$ cat config.mk
export PLATFORM = sky130hd
export DESIGN_NAME = hdj_timer
export DESIGN_NICKNAME = d
export VERILOG_FILES = /design/src/rtl/hdj_pkg.sv /design/src/rtl/hdj_cfg_reg.sv /design/src/rtl/hdj_fsm.sv /design/src/rtl/hdj_timer.sv
export SDC_FILE = /design/constraint.sdc
export NUM_CORES = 1
export LEC_CHECK = 0
export BUFFER_PORTS_ARGS = -buffer_cell sky130_fd_sc_hd__buf_2
export CAP_MARGIN = 20
export CORE_ASPECT_RATIO = 0.8
export CORE_MARGIN = 1.5
export CORE_UTILIZATION = 35
export DETAILED_ROUTE_END_ITERATION = 10
export HOLD_SLACK_MARGIN = 0.06
export PLACE_DENSITY = 0.58
export SLEW_MARGIN = 15
export SYNTH_ARGS = -nofsm -noshare
export SYNTH_HDL_FRONTEND = slang
export SYNTH_SLANG_ARGS = --single-unit
$ cat constraint.sdc
create_clock -name clk -period 4.8 [get_ports clk]
set_clock_uncertainty 0.2 [all_clocks]
set_input_delay 0.24 -clock clk [delete_from_list [all_inputs] [get_ports clk]]
set_output_delay 0.24 -clock clk [all_outputs]
set_load 0.01 [all_outputs]
$ cat src/rtl/hdj_pkg.sv
`timescale 1ns/1ps
package hdj_pkg;
  typedef enum logic [2:0] {
    ST_OFF   = 3'd0,
    ST_GAP   = 3'd1,
    ST_READY = 3'd2,
    ST_SEND  = 3'd3,
    ST_JAM   = 3'd4,
    ST_JGAP  = 3'd5,
    ST_J2D   = 3'd6
  } hdj_state_e;

  typedef struct packed {
    logic [1:0] jam_code;
    logic [4:0] j2d_steps;
    logic [4:0] jgap_steps;
    logic [4:0] blind_nib;
    logic [4:0] ipg_steps;
  } hdj_cfg_t;

  localparam int CFG_W    = $bits(hdj_cfg_t);
  localparam int MIN_IPG  = 3;
  localparam int MIN_BLND = 3;
endpackage

$ cat src/rtl/hdj_cfg_reg.sv
`timescale 1ns/1ps
module hdj_cfg_reg import hdj_pkg::*; #(
  parameter int JAM_UNIT = 1024,
  parameter int CW       = 16
) (
  input  logic          clk,
  input  logic          rst_n,
  input  logic          port_en,
  input  hdj_cfg_t      cfg_in,
  output logic          cfg_valid,
  output logic [CW-1:0] ipg_len,
  output logic [CW-1:0] blind_len,
  output logic [CW-1:0] jgap_len,
  output logic [CW-1:0] j2d_len,
  output logic [CW-1:0] jam_len
);
  logic [4:0]    ipg_f, blind_f, jgap_f, j2d_f;
  logic [CW-1:0] jam_sel;

  always_comb begin
    ipg_f   = (cfg_in.ipg_steps < 5'(MIN_IPG))  ? 5'(MIN_IPG)  : cfg_in.ipg_steps;
    blind_f = (cfg_in.blind_nib < 5'(MIN_BLND)) ? 5'(MIN_BLND) : cfg_in.blind_nib;
    jgap_f  = (cfg_in.jgap_steps == 5'd0) ? 5'd1 : cfg_in.jgap_steps;
    j2d_f   = (cfg_in.j2d_steps  == 5'd0) ? 5'd1 : cfg_in.j2d_steps;
    case (cfg_in.jam_code)
      2'd0:    jam_sel = CW'(12 * JAM_UNIT);
      2'd1:    jam_sel = CW'(24 * JAM_UNIT);
      2'd2:    jam_sel = CW'(32 * JAM_UNIT);
      default: jam_sel = CW'(48 * JAM_UNIT);
    endcase
  end

  always_ff @(posedge clk) begin
    if (!rst_n) begin
      cfg_valid <= 1'b0;
      ipg_len   <= '0;
      blind_len <= '0;
      jgap_len  <= '0;
      j2d_len   <= '0;
      jam_len   <= '0;
    end else begin
      cfg_valid <= port_en;
      if (port_en && !cfg_valid) begin
        ipg_len   <= CW'({ipg_f,   2'b00});
        blind_len <= CW'({blind_f, 2'b00});
        jgap_len  <= CW'({jgap_f,  2'b00});
        j2d_len   <= CW'({j2d_f,   2'b00});
        jam_len   <= jam_sel;
      end
    end
  end
endmodule

$ cat src/rtl/hdj_fsm.sv
`timescale 1ns/1ps
module hdj_fsm import hdj_pkg::*; #(
  parameter int CW = 16
) (
  input  logic          clk,
  input  logic          rst_n,
  input  logic          bit_tick,
  input  logic          port_en,
  input  logic          cfg_valid,
  input  logic          crs,
  input  logic          tx_req,
  input  logic          force_jam,
  input  logic [CW-1:0] ipg_len,
  input  logic [CW-1:0] blind_len,
  input  logic [CW-1:0] jgap_len,
  input  logic [CW-1:0] j2d_len,
  input  logic [CW-1:0] jam_len,
  output hdj_state_e    st
);
  hdj_state_e    st_n;
  logic [CW-1:0] cnt, cnt_n, cnt_inc;

  assign cnt_inc = cnt + CW'(1);

  always_comb begin
    st_n  = st;
    cnt_n = cnt;
    if (!port_en) begin
      st_n  = ST_OFF;
      cnt_n = '0;
    end else if (st == ST_OFF) begin
      if (cfg_valid) begin
        st_n  = ST_GAP;
        cnt_n = '0;
      end
    end else if (bit_tick) begin
      case (st)
        ST_GAP: begin
          if (force_jam) begin
            st_n = ST_JAM; cnt_n = '0;
          end else if (crs && (cnt < blind_len)) begin
            cnt_n = '0;
          end else if (cnt_inc >= ipg_len) begin
            st_n = ST_READY; cnt_n = '0;
          end else begin
            cnt_n = cnt_inc;
          end
        end
        ST_READY: begin
          if (force_jam) begin
            st_n = ST_JAM; cnt_n = '0;
          end else if (tx_req) begin
            st_n = ST_SEND;
          end else if (crs) begin
            st_n = ST_GAP; cnt_n = '0;
          end
        end
        ST_SEND: begin
          if (!tx_req) begin
            st_n = ST_GAP; cnt_n = '0;
          end
        end
        ST_JAM: begin
          if (cnt_inc >= jam_len) begin
            st_n  = force_jam ? ST_JGAP : ST_J2D;
            cnt_n = '0;
          end else begin
            cnt_n = cnt_inc;
          end
        end
        ST_JGAP: begin
          if (!force_jam) begin
            st_n = ST_J2D; cnt_n = '0;
          end else if (cnt_inc >= jgap_len) begin
            st_n = ST_JAM; cnt_n = '0;
          end else begin
            cnt_n = cnt_inc;
          end
        end
        ST_J2D: begin
          if (force_jam) begin
            st_n = ST_JAM; cnt_n = '0;
          end else if (cnt_inc >= j2d_len) begin
            st_n = ST_READY; cnt_n = '0;
          end else begin
            cnt_n = cnt_inc;
          end
        end
        default: begin
          st_n = ST_OFF; cnt_n = '0;
        end
      endcase
    end
  end

  always_ff @(posedge clk) begin
    if (!rst_n) begin
      st  <= ST_OFF;
      cnt <= '0;
    end else begin
      st  <= st_n;
      cnt <= cnt_n;
    end
  end
endmodule

$ cat src/rtl/hdj_timer.sv
`timescale 1ns/1ps
module hdj_timer import hdj_pkg::*; #(
  parameter int JAM_UNIT = 1024
) (
  input  logic                 clk,
  input  logic                 rst_n,
  input  logic                 bit_tick,
  input  logic                 port_en,
  input  logic [CFG_W-1:0]     cfg_word,
  input  logic                 crs,
  input  logic                 tx_req,
  input  logic                 force_jam,
  output logic                 tx_permit,
  output logic                 jam_active,
  output logic [2:0]           state
);
  localparam int CW_JAM = $clog2(48 * JAM_UNIT + 1);
  localparam int CW     = (CW_JAM > 7) ? CW_JAM : 7;

  logic          cfg_valid;
  logic [CW-1:0] ipg_len, blind_len, jgap_len, j2d_len, jam_len;
  hdj_state_e    st;
  hdj_cfg_t      cfg_s;

  assign cfg_s = hdj_cfg_t'(cfg_word);

  hdj_cfg_reg #(.JAM_UNIT(JAM_UNIT), .CW(CW)) u_cfg (
    .clk(clk), .rst_n(rst_n), .port_en(port_en), .cfg_in(cfg_s),
    .cfg_valid(cfg_valid), .ipg_len(ipg_len), .blind_len(blind_len),
    .jgap_len(jgap_len), .j2d_len(j2d_len), .jam_len(jam_len)
  );

  hdj_fsm #(.CW(CW)) u_fsm (
    .clk(clk), .rst_n(rst_n), .bit_tick(bit_tick), .port_en(port_en),
    .cfg_valid(cfg_valid), .crs(crs), .tx_req(tx_req), .force_jam(force_jam),
    .ipg_len(ipg_len), .blind_len(blind_len), .jgap_len(jgap_len),
    .j2d_len(j2d_len), .jam_len(jam_len), .st(st)
  );

  assign state      = st;
  assign tx_permit  = (st == ST_READY) || (st == ST_SEND);
  assign jam_active = (st == ST_JAM);
endmodule

[Word level (Yosys, flattened, before mapping)]
Cells that the tools add are included.
Word-level totals
  bits in read-only memories: 0
  bits in registers: 56
  input bits: 29
  logic and storage cells: 84
  bits in writable memories: 0
  output and inout port bits: 5
  latch bits: 0
  memories: 0
Operators by class
  shifts and indexed selects: 0
  muxes and demuxes: 38
  bitwise gates (word level): 0
  add/subtract/negate cells: 1
  equal/unequal tests: 18
  reduce and logical (&&, ||, !) cells: 12
  divide/modulo/power cells: 0
  $lt $le $gt $ge: 7
  multipliers: 0
Operators with widths (number)
  $mux W16: 15
  $pmux W16 S6: 1
  $ge A16 B7 Y1: 3
  $pmux W16 S3: 1
  $mux W3: 15
  $mux W5: 4
  $pmux W3 S6: 1
  $add A16 B1 Y16 const B: 1
  $ge A16 B16 Y1: 1
  $lt A16 B7 Y1: 1
  $ne A4 B2 Y1 const B: 3
  $ne A4 B3 Y1 const B: 3
  $logic_not A5 Y1: 2
  $lt A5 B2 Y1 const B: 2
  $eq A3 B3 Y1 const B: 3
  $reduce_and A9 Y1: 1
  $eq A3 B2 Y1 const B: 2
  $ne A5 B4 Y1 const B: 1
  $reduce_and A5 Y1: 1
  $eq A3 B1 Y1 const B: 1
  $logic_not A3 Y1: 1
  $ne A3 B1 Y1 const B: 1
  $ne A3 B2 Y1 const B: 1
  $eq A2 B1 Y1 const B: 1
  other kinds (9): 10

[Longest topological paths before layout]
Gate-level depths: netlist (run 1).
  word-level depth: 8
  mapped depth: 16
  gate-level depth less buffers: 13

[Modules after synthesis]
From an unflattened synthesis (run 1), not the netlist that was laid out.
Unflattened totals
  cells, all modules: 600
  area total of the unflattened synthesis: 4728.3 sq um
Modules (own cells, without submodules)
  hdj_fsm: seq. area each 380.4 sq um, area an instance 3231.8 sq um, instances 1, cells each 440
  hdj_cfg_reg: seq. area each 500.5 sq um, area an instance 1475.2 sq um, instances 1, cells each 158
  hdj_timer: seq. area each 0.0 sq um, area an instance 21.3 sq um, instances 1, cells each 2

[Worst setup path before layout (run 1)]
No wires, ideal clock.
  kind: register to register
  start: reg u_fsm.cnt[0]
  end: reg u_fsm.st[2]
  library setup time: 0.077 ns
  cell stages (with the launch flop): 15
  path slack: 1.532 ns
  buffers on the path: 2
  data required time: 4.523 ns
  period minus slack after synthesis: 3.268 ns
  data arrival time: 2.991 ns
  cells stage by stage: dfxtp_1 and2_1 clkbuf_1 nand4_1 xnor2_1 ha_1 and3_1 o21ai_0 o2111ai_1 a31oi_1 o31ai_1 o22ai_2 clkbuf_1 o21ai_1 a41oi_2
Between the ends
  longest elaborated chain between the ends: 4
  elaborated cells on any way between the ends: 13
  those cells by class: add/sub: 1; order compare: 5; eq/ne: 5; reduce/logical: 2
RTL lines
  start: declaration: line hdj_fsm.sv:21  | logic [CW-1:0] cnt, cnt_n, cnt_inc;
  start signal: assignment: line hdj_fsm.sv:102  | cnt <= cnt_n;
  $add A16 B1 Y16 or $lt A16 B7 Y1 (tied branches): line hdj_fsm.sv:23, hdj_fsm.sv:41
  $ge A16 B7 Y1, or another cell as far along: line hdj_fsm.sv:74  | end else if (cnt_inc >= jgap_len) begin
  $ne A4 B2 Y1 (no source line), or another cell as far along
  $reduce_and A9 Y1 (no source line) *
  end signal: assignment: line hdj_fsm.sv:101  | st <= st_n;
  end: declaration: line hdj_fsm.sv:18  | output hdj_state_e st
Every way passes the cells marked *; elsewhere a longest branch is shown, timed or not.
A chain may end at the register's enable or synchronous reset.

[Worst setup path in the final report (run 1)]
  start: reg u_fsm.cnt[0]
  end: reg u_fsm.cnt[8]
Between the ends
  longest elaborated chain between the ends: 8
  elaborated cells on any way between the ends: 18
  those cells by class: add/sub: 1; order compare: 5; mux: 11; reduce/logical: 1
RTL lines
  $add A16 B1 Y16: line hdj_fsm.sv:23  | assign cnt_inc = cnt + CW'(1);
  $ge A16 B7 Y1: line hdj_fsm.sv:43  | end else if (cnt_inc >= ipg_len) begin
  $mux W16: line hdj_fsm.sv:43
  $mux W16: line hdj_fsm.sv:41  | end else if (crs && (cnt < blind_len)) begin
  $mux W16: line hdj_fsm.sv:39  | if (force_jam) begin
  $pmux W16 S6 *: line hdj_fsm.sv:37  | case (st)
  $mux W16 *: line hdj_fsm.sv:36  | end else if (bit_tick) begin
  $mux W16 *: line hdj_fsm.sv:31  | end else if (st == ST_OFF) begin
Every way passes the cells marked *; elsewhere a longest branch is shown, timed or not. The select of a mux whose other input is x is not followed.

==> metrics.cfg, run 1 <==
[grt]
grt_usage = 0.166
grt_pass1_vias = 2455
antenna_found_initial = 0
grt_first_pass_wirelength_um = 11900
grt_max_degree = 26
grt_overflow = 0

[synthesis]
synth_ff_type = dfxtp_1
synth_area_leaders = dfxtp_1 (31%), ha_1 (11%), nand2_1 (9.3%)
synth-seq-cells = 44
yosysSeqAreaShare = 0.306
yosys-top-cells-count = nand2_1 (71), dfxtp_1 (44), inv_1 (28)
synthAdderAreaFrac = 0.109
synth_top_family_by_area = simple AND/OR/NAND/NOR gates
synth_area_um2 = 2880
syn_nets = 427
synthMuxAreaShare = 0.00348
synth_xor_area_frac = 0.0365
synthSimpleGateAreaFrac = 0.263
synth_most_common_cell = nand2_1
synth_compound_area_frac = 0.210
synth_cell_types = 48
yosysTopAreaCell = dfxtp_1
synthCells = 373
synth_edf_count = 0
synthArstFlopShare = 0
ys_warn_count = 0
synth_top_area_frac = 0.306
synth.avg_cell_area_um2 = 7.72

[worst_setup_path]
cp.arrival_ns = 4.11
critPathRequiredTime_ns = 4.82
worst_setup_path_start_kind = flip-flop
worstSetupPathType = reg2reg
path_max_fanout = 16
endpoint_kind = flip-flop

[sta]
slew_headroom = 0.455
holdWs_ns = 0.124
rsz0062_at_grt = false
hold_viol = 0
finalSetupViolations = 0
slew_violations = 0
worst_pin_slew_ns = 0.817
period_share = 0.853
clock.fmax_mhz = 244
fin_setup_tns_ns = 0
period_needed_ns = 4.09

[placement]
port_buffers = 33
globalplace.congestion = 0.896
dpl.hpwl_um = 5240

[run]
max_cap_violations = 0

[clock_network]
cts_tree = done
clkTransAtPathRegs_ns = 0.08
root_buffer = clkbuf_8
post_cts_buffers = 0
cts_sinks = 44
cts_buffer_depth = 2
htreeDepth = 2
cts_buffers = 5
clk_latency_ns = 0.30

[floorplanning]
rows = 29
die-area_um2 = 8780
die_h_um = 84.1
start_util = 0.362
io-pin-count = 34
die_w_um = 104
coreArea_um2 = 7950

[power_and_ir_drop]
p_leak_uw = 0.00137
p_int_uw = 542
p_comb_frac = 0.137
swShare = 0.256
p_sw_uw = 186
worst_ir_drop_vdd_mv = 0.114
powerDensity_nw_per_um2 = 214
p_seq_frac = 0.530
pwr-share-clk = 0.333

[drt]
dr_total_vias = 2687
routed_via_density = 5.14
drc = 0
drtIter0Drc = 175
routed_wl_um = 7000
final_antenna_net_count = 0
firstDrtPassIters = 4
post_drt_wl_per_cell_um = 13.4

[finish]
num-nets-final = 468
antenna_cells = 0
fillers = 806
drive_gt1_frac = 0.133
utilization = 0.429
area_delta_synth_final_pct = 18.3

[status]
status = complete, no violations

[min_path]
min_path_type = in2reg

critical path: stages, from the launching register on:
cell	delay [ns]
dfxtp_1	0.43
and2_1	0.29
nand4_1	0.16
xnor2_1	0.54
ha_1	0.36
and3_1	0.20
o21ai_0	0.08
o2111ai_1	0.15
a31oi_1	0.19
o31ai_1	0.11
o22ai_2	0.61
o21ai_1	0.43
o211ai_1	0.27
power by group through the flow:
stage                     combinational, µW  sequential [µW]  clock (µW)
after floorplan                        55.1              392           0
after global placement                 85.0              394           0
after detailed placement               85.0              395           0
after CTS                              99.3              386         253
after global routing                    114              388         264
final                                  99.8              386         242
final timing paths:
path | startpoint | end | slack (ns) | cells past startpoint
hold reg to reg | u_cfg.jgap_len[6] | u_cfg.jgap_len[6] | 0.27 | 2
setup reg to reg | u_fsm.cnt[0] | u_fsm.cnt[8] | 0.71 | 12
setup / recovery | u_fsm.cnt[0] | u_fsm.cnt[8] | 0.71 | 12
hold / removal | port_en | u_cfg.cfg_valid | 0.12 | 3
logic make-up (layout without fill, tap and decap cells):
logic type / Yosys count / count (layout)
simple gates: 154 / 154
buf+inv: 51 / 93
compound gates: 86 / 86
fa+ha+maj: 25 / 25
flops: 44 / 44
mux: 1 / 1
xor+xnor: 12 / 12
registers in the layout, indices dropped and copies added (netlist names):
register	cells
u_cfg.blind_len	5
u_fsm.st	3
u_fsm.cnt	16
u_cfg.ipg_len	5
u_cfg.cfg_valid	1
u_cfg.jam_len	4
u_cfg.j2d_len	5
u_cfg.jgap_len	5
per-layer routing:
metal	track usage	vias to the layer above	routed length, µm
met1	0.246	1220	3760
met4	0.0455	0	69
li1	-	1393	-
met3	0.0273	7	313
met2	0.248	67	2860
met5	0	-	0
placed cells by master, fill, tap and decap left out, drive strengths merged, types with 5 or more instances in the layout:
master	n
nand3	11
o31ai	5
clkbuf	6
nand2	71
dfxtp	44
nand4	8
nor2	17
dlygate4sd3	22
nand2b	5
xnor2	8
a21oi	11
ha	25
o21ai	23
nor4	8
buf	35
a21boi	17
nor2b	5
inv	28
o211ai	10
nor3	10
timing repair:
action                    4_1_cts  5_1_grt
hold buffers                   22        0
hold endpoints to repair       24        0
gates resized for setup         0        0
cell type report:
cell class / count / area [µm²] / share of cell area
Multi-Input combinational cell: 278 / 1790 / 0.526
Sequential cell: 44 / 881 / 0.259
Timing Repair Buffer: 57 / 400 / 0.118
Tap cell: 108 / 135 / 0.0397
Inverter: 28 / 105 / 0.0309
Clock buffer: 6 / 82.6 / 0.0242
Clock inverter: 2 / 10.0 / 0.00294
per-stage QoR:
step | power, µW | instance area [µm²] | worst slack, ns | instances
6_report | 728 | 3410 | 0.706 | 523
5_1_grt | 766 | 3410 | 0.464 | 523
4_1_cts | 738 | 3410 | 0.763 | 523
3_5_place_dp | 480 | 3090 | 0.805 | 493
3_3_place_gp | 479 | 3090 | 0.969 | 493
2_1_floorplan | 447 | 2880 | 1.53 | 373
(Power assumes the default switching activity.)
==> inputs of run 2 (changes only) <==
--- a/config.mk
+++ b/config.mk
@@ -8,7 +8,7 @@
 export BUFFER_PORTS_ARGS = -buffer_cell sky130_fd_sc_hd__buf_2
 export CAP_MARGIN = 20
 export CORE_ASPECT_RATIO = 0.8
-export CORE_MARGIN = 1.5
+export CORE_MARGIN = 2
 export CORE_UTILIZATION = 35
 export DETAILED_ROUTE_END_ITERATION = 10
 export HOLD_SLACK_MARGIN = 0.06
==> metrics.cfg, run 2 (synthesis gave the netlist of run 1 again) <==
[status]
status = complete, no violations

[floorplanning]
coreArea_um2 = 7950
die_h_um = 85.1
die-area_um2 = 8970
rows = 29
io-pin-count = 34
die_w_um = 105
start_util = 0.362

[worst_setup_path]
r2r_setup_slack_ns = 0.75
path_max_fanout = 16
worstSetupPathType = reg2reg
endpoint_kind = flip-flop
critPathRequiredTime_ns = 4.82
worst_r2r_path_depth = 12
cp.arrival_ns = 4.07
worst_setup_path_start_kind = flip-flop
timing.rr.start = u_fsm.cnt[0]
r2r_end = u_fsm.cnt[8]

[placement]
dpl.hpwl_um = 5320
port_buffers = 33
dp.cells = 493
place_area_um2 = 3090
globalplace.congestion = 0.897

[grt]
antenna_found_initial = 0
grt_max_degree = 26
gr-usage-met2 = 0.245
grt_first_pass_wirelength_um = 12200
grt_overflow = 0
grt_pass1_vias = 2513
gr-usage-met3 = 0.0307
gr-usage-met1 = 0.252
grt_usage = 0.168
busiest_layer = met1

[drt]
routed_wl_um = 7070
routed_via_density = 5.09
drtIter0Drc = 138
drc = 0
firstDrtPassIters = 4
dr_total_vias = 2664
final_antenna_net_count = 0
post_drt_wl_per_cell_um = 13.5

[finish]
largest_reg_flops = 16
drive_gt1_frac = 0.133
layout_commonest_cell = nand2_1
stdcell_count = 523
num-nets-final = 468
area_delta_synth_final_pct = 19.1
antenna_cells = 0
layout_common_cells = nand2_1 (71), dfxtp_1 (44), buf_2 (33)
final_area_um2 = 3430
regMostFlops = u_fsm.cnt

[sta]
finalSetupViolations = 0
worst_pin_slew_ns = 0.823
hold_viol = 0
slew_violations = 0
period_share = 0.845
rsz0062_at_grt = false
clock.fmax_mhz = 247
slew_headroom = 0.447
fin_setup_tns_ns = 0
period_needed_ns = 4.05

[power_and_ir_drop]
powerDensity_nw_per_um2 = 227
p_leak_uw = 0.00137
totalPowerFinal_uw = 780
worst_ir_drop_vdd_mv = 0.109

[clock_network]
cts_buffers = 5
cts_sinks = 44
ctsResizeCount = 0
root_buffer = clkbuf_8
clk_latency_ns = 0.30
cts_buffer_depth = 2
clkTransAtPathRegs_ns = 0.09
cts_tree = done
htreeDepth = 2

[run]
max_cap_violations = 0

[min_path]
min_path_type = in2reg
whs_endpoint = u_cfg.cfg_valid
min_path_cells = 3
hp-start = port_en

run 2: cell count changes in the layout (fill, tap and decap cells not counted):
cell,change
clkinv_2,-2
bufinv_16,+1
inv_6,+1
clkinvlp_4,+1
clkbuf_8,-1
run 2: worst max-delay path: stages, from the launching register on:
cell	delay, ns
dfxtp_1	0.45
and2_1	0.29
nand4_1	0.16
xnor2_1	0.51
ha_1	0.35
and3_1	0.20
o21ai_0	0.08
o2111ai_1	0.14
a31oi_1	0.19
o31ai_1	0.11
o22ai_2	0.56
o21ai_1	0.44
o211ai_1	0.27
run 2: layout make-up:
class	instances	area (µm²)
fill	823	4520
multi-input combinational	278	1790
sequential	44	881
timing repair buffer	57	400
tap	108	135
inverter	28	105
clock buffer	5	68.8
clock inverter	3	46.3
run 2: repair_timing:
item	in CTS	in global routing
hold buffers	22	0
buffers inserted	0	0
endpoints found under the setup margin	0	0
hold endpoints to repair	24	0
run 2: how the worst max path moves through the flow:
stage | from | to | slack, ns | cells past startpoint
floorplan | u_fsm.cnt[0] | u_fsm.st[2] | 1.53 | 14
global placement | u_fsm.cnt[0] | u_fsm.cnt[6] | 0.92 | 12
detailed placement | u_fsm.cnt[0] | u_fsm.cnt[10] | 0.78 | 12
CTS | u_fsm.cnt[0] | u_fsm.cnt[8] | 0.74 | 12
global route | u_fsm.cnt[0] | u_fsm.cnt[11] | 0.35 | 12
finish | u_fsm.cnt[0] | u_fsm.cnt[8] | 0.75 | 12
run 2: metal layers:
layer,up-vias,share of wire
met2,57,0.41
li1,1393,-
met5,-,0
met1,1210,0.53
met4,0,0.0085
met3,4,0.044
run 2: power by group:
part | total [µW] | switching (µW) | internal (µW)
Clock | 294 | 137 | 157
Sequential | 386 | 7.87 | 378
Combinational | 99.6 | 51.0 | 48.7
Total | 780 | 196 | 584
run 2: metrics by stage:
step | hold slack [ns] | util | setup WS [ns]
6_report | 0.124 | 0.431 | 0.745
5_1_grt | 0.140 | 0.431 | 0.353
4_1_cts | 0.113 | 0.431 | 0.740
3_5_place_dp | 0.261 | 0.389 | 0.775
3_3_place_gp | 0.253 | 0.389 | 0.922
2_1_floorplan | 0.182 | - | 1.53
==> inputs of run 3 (changes only) <==
==> constraint.sdc (replaced) <==
create_clock -name clk -period 3.94 [get_ports clk]
set_clock_uncertainty 0.2 [all_clocks]
set_input_delay 0.197 -clock clk [delete_from_list [all_inputs] [get_ports clk]]
set_output_delay 0.197 -clock clk [all_outputs]
set_load 0.01 [all_outputs]
==> metrics.cfg, run 3 (synthesis gave the netlist of run 1 again) <==
[status]
status = complete, no violations

[sta]
worst_pin_slew_ns = 0.790
hold_viol = 0
clock.fmax_mhz = 279
fin_setup_tns_ns = 0
period_needed_ns = 3.59
slew_headroom = 0.473
rsz0062_at_grt = false
period_share = 0.910
slew_violations = 0
finalSetupViolations = 0

[finish]
largest_reg_flops = 16
antenna_cells = 0
final_area_um2 = 3540
multi_input_area_um2 = 1790
num-nets-final = 476
register_area_um2 = 881
layout_commonest_cell = nand2_1
fillers = 780
area_delta_synth_final_pct = 22.9
layout_common_cells = nand2_1 (71), dfxtp_1 (44), buf_2 (33)
regMostFlops = u_fsm.cnt
drive_gt1_frac = 0.142

[drt]
final_antenna_net_count = 0
routed_wl_um = 7460
post_drt_wl_per_cell_um = 14.1
drtIter0Drc = 163
firstDrtPassIters = 4
dr_total_vias = 2721
drc = 0
routed_via_density = 5.12

[clock_network]
clkTransAtPathRegs_ns = 0.09
cts_buffers = 5
htreeDepth = 2
clk_latency_ns = 0.31
root_buffer = clkbuf_8
cts_buffer_depth = 2
ctsResizeCount = 0
cts_tree = done
cts_sinks = 44

[worst_setup_path]
worst_setup_path_start_kind = flip-flop
cp_common_cell = ha_1
endpoint_kind = flip-flop
worstSetupPathType = reg2reg
cp_top_family = compound AO/OA/AOI/OAI gates
path_max_fanout = 8
r2r_end = u_fsm.st[2]
r2r_setup_slack_ns = 0.35
critPathRequiredTime_ns = 3.98
timing.rr.start = u_fsm.cnt[0]
crit_buf_inv = 1
cp_slowest_cell = or4_1
cpPeakStageDelay_ns = 0.51
cp.arrival_ns = 3.63
path_cells = ha_1 -> nand2_1 -> xor2_1 -> inv_1 -> ha_1 -> and3_1 -> o21ai_0 -> o2111ai_1 -> a21oi_1 -> o31ai_1 -> o22ai_2 -> or4_1 -> a41oi_2
worst_r2r_path_depth = 13

[floorplanning]
io-pin-count = 34
die-area_um2 = 8970
rows = 29
die_w_um = 105
coreArea_um2 = 7950
start_util = 0.362
die_h_um = 85.1

[power_and_ir_drop]
p_seq_frac = 0.436
swShare = 0.222
worst_ir_drop_vdd_mv = 0.122
powerDensity_nw_per_um2 = 305
p_int_uw = 839
pwr-share-clk = 0.449
p_sw_uw = 240
p_comb_frac = 0.115
p_leak_uw = 0.00144

[min_path]
hp-start = rst_n
min_path_cells = 3
min_path_type = in2reg
whs_endpoint = u_cfg.jam_len[13]

[grt]
grt_usage = 0.174
grt_max_degree = 26
antenna_found_initial = 0
grt_first_pass_wirelength_um = 12600
grt_pass1_vias = 2571
grt_overflow = 0

[run]
max_cap_violations = 0

[placement]
dpl.hpwl_um = 5470
globalplace.congestion = 0.894
port_buffers = 33
place_area_um2 = 3130

## run 3: per-layer routing
metal | track usage | vias up | wire, µm
met3 | 0.0284 | 8 | 336
li1 | - | 1403 | -
met5 | 0 | - | 0
met2 | 0.272 | 64 | 3230
met1 | 0.250 | 1246 | 3820
met4 | 0.0436 | 0 | 74
## run 3: timing repair
action	4_1_cts	5_1_grt
setup buffers	0	0
endpoints found under the hold margin	26	0
hold buffers	25	0
## run 3: through the flow
stage	power, µW	util	worst slack (ns)	hold WS, ns	instances
final	1080	0.445	0.354	0.101	531
after global routing	1130	0.445	0.109	0.134	531
after CTS	1090	0.445	0.364	0.105	531
after detailed placement	585	0.394	0.397	0.242	498
after global placement	583	0.394	0.469	0.240	498
after floorplan	545	-	0.672	0.139	373
## run 3: power groups by stage
| stage | Sequential [µW] | Clock (µW) | Combinational [µW] |
|---|---|---|---|
| finish | 470 | 485 | 124 |
| global route | 473 | 521 | 141 |
| CTS | 471 | 497 | 124 |
| detailed placement | 481 | 0 | 104 |
| global placement | 480 | 0 | 103 |
| floorplan | 478 | 0 | 67.1 |
## run 3: tightest hold or removal path, delay by kind of cell
kind / cells / cell delay (ns)
buf+inv: 1 / 0.23
simple gates: 1 / 0.11
compound gates: 1 / 0.03
## run 3: final cells by class
type                    instances  area share
well taps                     108      0.0382
clock inverters                 3      0.0255
multi-input cells             278       0.506
inverters                      28      0.0297
flip-flops and latches         44       0.249
repair buffers                 65       0.132
clock buffers                   5      0.0194
## run 3: worst max-delay path by stage
stage | from | end | slack [ns] | depth (start not counted)
2_1_floorplan | u_fsm.cnt[0] | u_fsm.st[2] | 0.67 | 14
3_3_place_gp | u_fsm.cnt[2] | u_fsm.st[2] | 0.47 | 13
3_5_place_dp | u_fsm.cnt[2] | u_fsm.st[2] | 0.40 | 13
4_1_cts | u_fsm.cnt[2] | u_fsm.st[2] | 0.36 | 13
5_1_grt | u_fsm.cnt[0] | u_fsm.cnt[11] | 0.11 | 13
6_report | u_fsm.cnt[0] | u_fsm.st[2] | 0.35 | 13
